**config.mk**
```make
export PLATFORM = sky130hd
export DESIGN_NAME = tbl_walker
export DESIGN_NICKNAME = d
export VERILOG_FILES = /design/src/rtl/walk_pkg.sv /design/src/rtl/walk_ctrl.sv /design/src/rtl/walk_dpath.sv /design/src/rtl/tbl_walker.sv
export SDC_FILE = /design/constraint.sdc
export NUM_CORES = 1
export LEC_CHECK = 0
export ABC_CLOCK_PERIOD_IN_PS = 4800
export BUFFER_PORTS_ARGS = -buffer_cell sky130_fd_sc_hd__buf_2
export CAP_MARGIN = 20
export CORE_ASPECT_RATIO = 0.75
export CORE_MARGIN = 2
export CORE_UTILIZATION = 53
export DETAILED_ROUTE_END_ITERATION = 16
export PLACE_DENSITY = 0.89
export SYNTH_ARGS = -nofsm -noshare
export SYNTH_HDL_FRONTEND = slang
export SYNTH_SLANG_ARGS = --single-unit
export TNS_END_PERCENT = 5
```
**constraint.sdc**
```tcl
create_clock -name clk -period 4.8 [get_ports clk]
set_clock_uncertainty 0.05 [all_clocks]
set_input_delay 1.44 -clock clk [delete_from_list [all_inputs] [get_ports clk]]
set_output_delay 1.44 -clock clk [all_outputs]
set_load 0.01 [all_outputs]
```
**src/rtl/walk_pkg.sv**
```systemverilog
package walk_pkg;
  localparam int DESC_W = 32;
  localparam int PA_W   = 36;
  localparam int VA_W   = 32;

  localparam logic [1:0] ET_INVALID = 2'd0;
  localparam logic [1:0] ET_PTR     = 2'd1;
  localparam logic [1:0] ET_LEAF    = 2'd2;
  localparam logic [1:0] ET_RSVD    = 2'd3;

  typedef enum logic [2:0] {
    ST_IDLE, ST_FETCH_CTX, ST_FETCH_L1, ST_FETCH_L2, ST_FETCH_L3, ST_DONE
  } walkState_t;

  typedef struct packed {
    logic       issueCtx;
    logic       issueNext;
    logic       finish;
    logic       fault;
    logic [1:0] lvl;
  } walkStrobe_t;
endpackage

```
**src/rtl/walk_ctrl.sv**
```systemverilog
module walk_ctrl
  import walk_pkg::*;
(
  input  logic        clk,
  input  logic        rstN,
  input  logic        lookupValid,
  input  logic        memRespValid,
  input  logic [1:0]  respType,
  output logic        lookupReady,
  output walkStrobe_t strobe
);
  walkState_t state, nxt;
  logic       fetching;
  logic [1:0] curLvl;

  always_comb begin
    fetching = 1'b1;
    curLvl   = 2'd0;
    case (state)
      ST_FETCH_CTX: curLvl = 2'd0;
      ST_FETCH_L1:  curLvl = 2'd1;
      ST_FETCH_L2:  curLvl = 2'd2;
      ST_FETCH_L3:  curLvl = 2'd3;
      default:      fetching = 1'b0;
    endcase
  end

  always_comb begin
    nxt    = state;
    strobe = '0;
    strobe.lvl = curLvl;
    if (state == ST_IDLE) begin
      if (lookupValid) begin
        strobe.issueCtx = 1'b1;
        nxt = ST_FETCH_CTX;
      end
    end else if (state == ST_DONE) begin
      nxt = ST_IDLE;
    end else if (fetching && memRespValid) begin
      if (respType == ET_PTR && curLvl != 2'd3) begin
        strobe.issueNext = 1'b1;
        case (curLvl)
          2'd0:    nxt = ST_FETCH_L1;
          2'd1:    nxt = ST_FETCH_L2;
          default: nxt = ST_FETCH_L3;
        endcase
      end else begin
        strobe.finish = 1'b1;
        strobe.fault  = !(respType == ET_LEAF && curLvl != 2'd0);
        nxt = ST_DONE;
      end
    end
  end

  always_ff @(posedge clk) begin
    if (!rstN) state <= ST_IDLE;
    else       state <= nxt;
  end

  assign lookupReady = (state == ST_IDLE);

  // an invalid code ends the walk on the next cycle
  a_r7_invalid_stops: assert property (@(posedge clk) disable iff (!rstN)
    (fetching && memRespValid && respType == ET_INVALID) |=> state == ST_DONE);
  // nothing follows a level-3 descriptor
  a_r8_l3_terminal: assert property (@(posedge clk) disable iff (!rstN)
    (state == ST_FETCH_L3 && memRespValid) |=> state == ST_DONE);
endmodule

```
**src/rtl/walk_dpath.sv**
```systemverilog
module walk_dpath
  import walk_pkg::*;
#(
  parameter int CTX_W = 16
) (
  input  logic              clk,
  input  logic              rstN,
  input  walkStrobe_t       strobe,
  input  logic [VA_W-1:0]   lookupVa,
  input  logic              memRespValid,
  input  logic [DESC_W-1:0] memRespData,
  input  logic              basePtrWe,
  input  logic [DESC_W-1:0] basePtrData,
  input  logic              ctxWe,
  input  logic [CTX_W-1:0]  ctxData,
  output logic              memReqValid,
  output logic [PA_W-1:0]   memReqAddr,
  output logic              respValid,
  output logic [DESC_W-1:0] respEntry,
  output logic [1:0]        respLevel,
  output logic              respFault,
  output logic [PA_W-1:0]   respPa
);
  localparam int IDX_W = 8;

  logic [DESC_W-1:0] basePtr;
  logic [CTX_W-1:0]  ctxNum;
  logic [VA_W-1:0]   vaReg;
  logic [IDX_W-1:0]  nextIdx;
  logic [PA_W-1:0]   ctxAddr, nextAddr, leafPa;
  logic              pending;

  always_comb begin
    case (strobe.lvl)
      2'd0:    nextIdx = vaReg[31:24];
      2'd1:    nextIdx = {2'b0, vaReg[23:18]};
      default: nextIdx = {2'b0, vaReg[17:12]};
    endcase
  end

  assign ctxAddr  = {basePtr, 4'b0} + PA_W'({ctxNum, 2'b00});
  assign nextAddr = {memRespData[31:4], 8'b0} + PA_W'({nextIdx, 2'b00});

  always_comb begin
    case (strobe.lvl)
      2'd1:    leafPa = {memRespData[31:20], vaReg[23:0]};
      2'd2:    leafPa = {memRespData[31:14], vaReg[17:0]};
      default: leafPa = {memRespData[31:8],  vaReg[11:0]};
    endcase
  end

  always_ff @(posedge clk) begin
    if (!rstN) begin
      basePtr <= '0;
      ctxNum  <= '0;
    end else begin
      if (basePtrWe) basePtr <= {basePtrData[31:4], 4'b0};
      if (ctxWe)     ctxNum  <= ctxData;
    end
  end

  always_ff @(posedge clk) begin
    if (!rstN) begin
      vaReg       <= '0;
      memReqValid <= 1'b0;
      memReqAddr  <= '0;
      respValid   <= 1'b0;
      respEntry   <= '0;
      respLevel   <= '0;
      respFault   <= 1'b0;
      respPa      <= '0;
      pending     <= 1'b0;
    end else begin
      memReqValid <= strobe.issueCtx | strobe.issueNext;
      respValid   <= strobe.finish;
      if (strobe.issueCtx) begin
        vaReg      <= lookupVa;
        memReqAddr <= ctxAddr;
      end else if (strobe.issueNext) begin
        memReqAddr <= nextAddr;
      end
      if (strobe.finish) begin
        respEntry <= memRespData;
        respLevel <= strobe.lvl;
        respFault <= strobe.fault;
        respPa    <= strobe.fault ? '0 : leafPa;
      end
      if (memReqValid)       pending <= 1'b1;
      else if (memRespValid) pending <= 1'b0;
    end
  end

  // request is a single-cycle pulse
  a_r9_req_pulse: assert property (@(posedge clk) disable iff (!rstN)
    memReqValid |=> !memReqValid);
  // no new request while one is in flight
  a_r9_one_outstanding: assert property (@(posedge clk) disable iff (!rstN)
    memReqValid |-> !pending);
  // a success always carries a leaf code below the context level
  a_r1_ok_is_leaf: assert property (@(posedge clk) disable iff (!rstN)
    (respValid && !respFault) |-> (respEntry[1:0] == ET_LEAF && respLevel != 2'd0));
  // faults report a zero address
  a_r7_fault_pa_zero: assert property (@(posedge clk) disable iff (!rstN)
    (respValid && respFault) |-> respPa == '0);
  // a 4 KB page keeps the low twelve address bits
  a_r6_page_offset: assert property (@(posedge clk) disable iff (!rstN)
    (respValid && !respFault && respLevel == 2'd3) |-> respPa[11:0] == vaReg[11:0]);
endmodule

```
**src/rtl/tbl_walker.sv**
```systemverilog
module tbl_walker
  import walk_pkg::*;
#(
  parameter int CTX_W = 16
) (
  input  logic              clk,
  input  logic              rstN,
  input  logic              lookupValid,
  input  logic [31:0]       lookupVa,
  output logic              lookupReady,
  output logic              respValid,
  output logic [31:0]       respEntry,
  output logic [1:0]        respLevel,
  output logic              respFault,
  output logic [35:0]       respPa,
  output logic              memReqValid,
  output logic [35:0]       memReqAddr,
  input  logic              memRespValid,
  input  logic [31:0]       memRespData,
  input  logic              basePtrWe,
  input  logic [31:0]       basePtrData,
  input  logic              ctxWe,
  input  logic [CTX_W-1:0]  ctxData
);
  walkStrobe_t strobe;

  walk_ctrl uCtrl (
    .clk(clk), .rstN(rstN), .lookupValid(lookupValid),
    .memRespValid(memRespValid), .respType(memRespData[1:0]),
    .lookupReady(lookupReady), .strobe(strobe)
  );

  walk_dpath #(.CTX_W(CTX_W)) uDpath (
    .clk(clk), .rstN(rstN), .strobe(strobe), .lookupVa(lookupVa),
    .memRespValid(memRespValid), .memRespData(memRespData),
    .basePtrWe(basePtrWe), .basePtrData(basePtrData),
    .ctxWe(ctxWe), .ctxData(ctxData),
    .memReqValid(memReqValid), .memReqAddr(memReqAddr),
    .respValid(respValid), .respEntry(respEntry), .respLevel(respLevel),
    .respFault(respFault), .respPa(respPa)
  );

  // the result never appears while the walker claims to be idle
  a_r10_busy_at_result: assert property (@(posedge clk) disable iff (!rstN)
    respValid |-> !lookupReady);
endmodule

```
==> metrics.md <==
| Metric | Value |
|---|---|
| Status | completed |
| Layout cells sized above 1 | between 20% and 30% |
| Routed WL | 23600 um |
| Seq cells post-synth | 186 |
| Met3 WL post-DR | 2100 um |
| Number of cell rows | 39 |
| TritonCTS Buffers | 17 |
| # IOs | 228 |
| Remaining global-route overflow | 0 |
| Max frequency | ~0.25 GHz |
| Critical Path RT | 5030 ps |
| Setup TNS | 0 ps |
| Largest net degree at the start of global routing | 91 |
| Post-Syn Area | roughly 8400 sq um |
| Port Buffers | ~220 |
| Peak supply drop | 0.265 mV |
| DRC viols | 0 |
| PwrDens | between 300 and 400 nW/um^2 |
| Uppermost layer routed | met4 |
| First-pass GRT wire length | 36900 um |
| Initial Util | 54.8% |
| Vias in the first global route | 7362 |
| Area contributors post-synth | dfxtp_1 (44%), nand2_1 (9.6%), a21oi_1 (7.1%) |
| Layout Nets | 1333 |
| Core ar. | 15400 sq um |
| Yosys top cell area share | 44.2% |
| Clock sink count | between 150 and 200 |
| EDFF count, synth | 0 |
| Synth Flop Type | dfxtp_1 |
| Commonest cells after routing, fill and taps aside | buf_2 (221), nand2_1 (215), dfxtp_1 (186) |
| CTS tree | done |
| Area Overhead vs Synth | 20.3% |
| DR WL/cell | 16.7 um |
| Tightest hold margin | 403 ps |
| Placer Congestion | 0.889 |
| Worst Path Arrival | 4220 ps |
| Hold depth | 2 |
| # Max-Cap Violations | 0 |
| Worst r2r path cells | 14 |
| Total setup buffers inserted after CTS | 0 |
| Crit Path Max Fanout | 14 |
| Fill cell count | 1286 |
| Clock Pin Slew Worst Setup and Hold Paths | 70 ps |
| H-tree Lvls | 4 |
| Seq/Total Area, Yosys | around 44% |
| Worst Hold Class | flip-flop to flip-flop |
| Commonest non-fill, non-tap cell in the layout | buf_2 |
| Static leakage | 4.33 nW |
| Final hold vios | 0 |
| Drt pass-1 iters | 6 |
| Fin. max-slew vios | 0 |
| Post-synth cell types | 68 |
| Met2 WL post-DR | 10900 um |
| Initial DRC Count | 574 |
| CP startpoint kind | flip-flop |
| Die Ht | 113 um |
| Fin crit share | 83.2% |
| Routed Antenna Nets | 0 |
| CTS root buf | clkbuf_16 |
| Final Setup Violations | 0 |
| Multi-input logic area | 4330 sq um |
| Least-Margin Pin Slew | 1050 ps |
| Clk Latency, worst-skew pair | 430 ps |
| Wl on met1 | 10300 um |
| CP Capture Type | flip-flop |
| Synth Area per Inst | 8.27 sq um |
| Minimum clock period | between 3000 and 4000 ps |
| Synth Instances | 1018 |
| FFs w/ async S/R, synth | 0% |
| Synth warnings | 0 |
| Critical path class | flip-flop to flip-flop |
| Area leader, netlist | dfxtp_1 |
| Via count | 8011 |
| Initial antenna violation count | 0 |
| CTS Buffer Depth | 2 |
| Post-cts resize count | 0 |
| Sequential cell area | 3720 sq um |
| Final HPWL DP | 17100 um |
| RSZ-0062 raised after global routing | false |
| Avg Vias per Cell | 5.65 |
| GRT Overall Usage | about 28% |
| Die X-Extent | 150 um |
| Die area | roughly 17000 sq um |
| Slew headroom | 29.7% |
| Cts hold-fix bufs | 0 |
[layout make-up]
type	count	area share, %
sequential	186	36.8
inverter	14	0.543
multi-input combinational	747	42.7
clock inverter	14	1.37
antenna	2	0.0494
clock buffer	18	4.24
timing repair buffer	231	11.8
tap	205	2.53
[synthesized netlist by cell type (all sizes together) (2+ instances only)]
cell and count:
dfxtp 186, nor3 30, ha 16, a311oi 13, a211oi 5, and2 6
xor2 22, o21a 3, nor4b 2, o221ai 11, o2111ai 2, nand4 5
nand2 217, a221oi 10, or4 2, fa 2, a221o 6, buf 22
nor2b 9, and3 9, nand2b 3, xnor2 22, inv 13, nor3b 4
clkbuf 50, o22ai 3, a21oi 120, o21ai 19, mux2i 45, o21bai 3
nor4 8, nand3 17, o211ai 10, or3 9, nor2 89, a31oi 4
and4 3, o31ai 3
[per-layer routing]
metal | track usage (%) | vias to the layer above
li1 | - | 3896
met1 | 36.4 | 3732
met2 | 44.7 | 345
met3 | 6.25 | 38
met4 | 9.33 | 0
met5 | 0 | -
[cell families after synthesis]
kind of cell / share of synthesized area, %
buffers and inverters: 4.64
muxes: 5.35
xor gates and xnor gates: 4.58
and+or+nand+nor: 21.8
DFF: 44.2
other: 0.0445
AOI/OAI and AO/OA: 16.5
adders and majority gates: 2.85
[through the flow]
stage	instances	worst slack, ps	power (W)	util (%)	instance area, sq um
2_1_floorplan	1019	1310	0.00210	-	8430
3_3_place_gp	1383	1010	0.00230	62.2	9560
3_5_place_dp	1383	856	0.00232	62.2	9560
4_1_cts	1415	852	0.00367	65.9	10100
5_1_grt	1415	461	0.00381	65.9	10100
6_report	1417	808	0.00366	65.9	10100
[worst paths after layout]
| kind | startpoint | end | slack (ps) |
|---|---|---|---|
| setup reg to reg | uCtrl.state[1] | uDpath.memReqAddr[30] | 810 |
| hold / removal | uDpath.respLevel[0] | uDpath.respLevel[0] | 400 |
| hold reg to reg | uDpath.respLevel[0] | uDpath.respLevel[0] | 400 |
| setup / recovery | uCtrl.state[1] | uDpath.memReqAddr[30] | 810 |
[registers in the layout, summed over array words and instances (netlist names)]
name,flops
uDpath.respPa,36
uDpath.memReqAddr,34
uDpath.respEntry,32
uDpath.vaReg,32
uDpath.basePtr,28
uDpath.ctxNum,16
uCtrl.state,3
uDpath.respLevel,2
uDpath.memReqValid,1
uDpath.respFault,1
uDpath.respValid,1
[report_power, final]
group          total [W]  switching [W]  leakage (nW)  internal, W
combinational   0.000573       0.000352          2.53     0.000221
sequential       0.00172      0.0000712          1.52      0.00165
clock            0.00137       0.000637         0.275     0.000728
[critical path: stages (launching register included)]
cell	delay [ps]
dfxtp_1	560
nor2_1	110
nand2_1	80
o21a_1	360
ha_1	490
and2_1	190
ha_1	160
inv_1	60
fa_1	420
and4b_1	310
nand2b_1	270
nor4_1	420
xor2_1	110
a21oi_1	160
o22ai_1	90
Power figures use the tool's default switching activity.
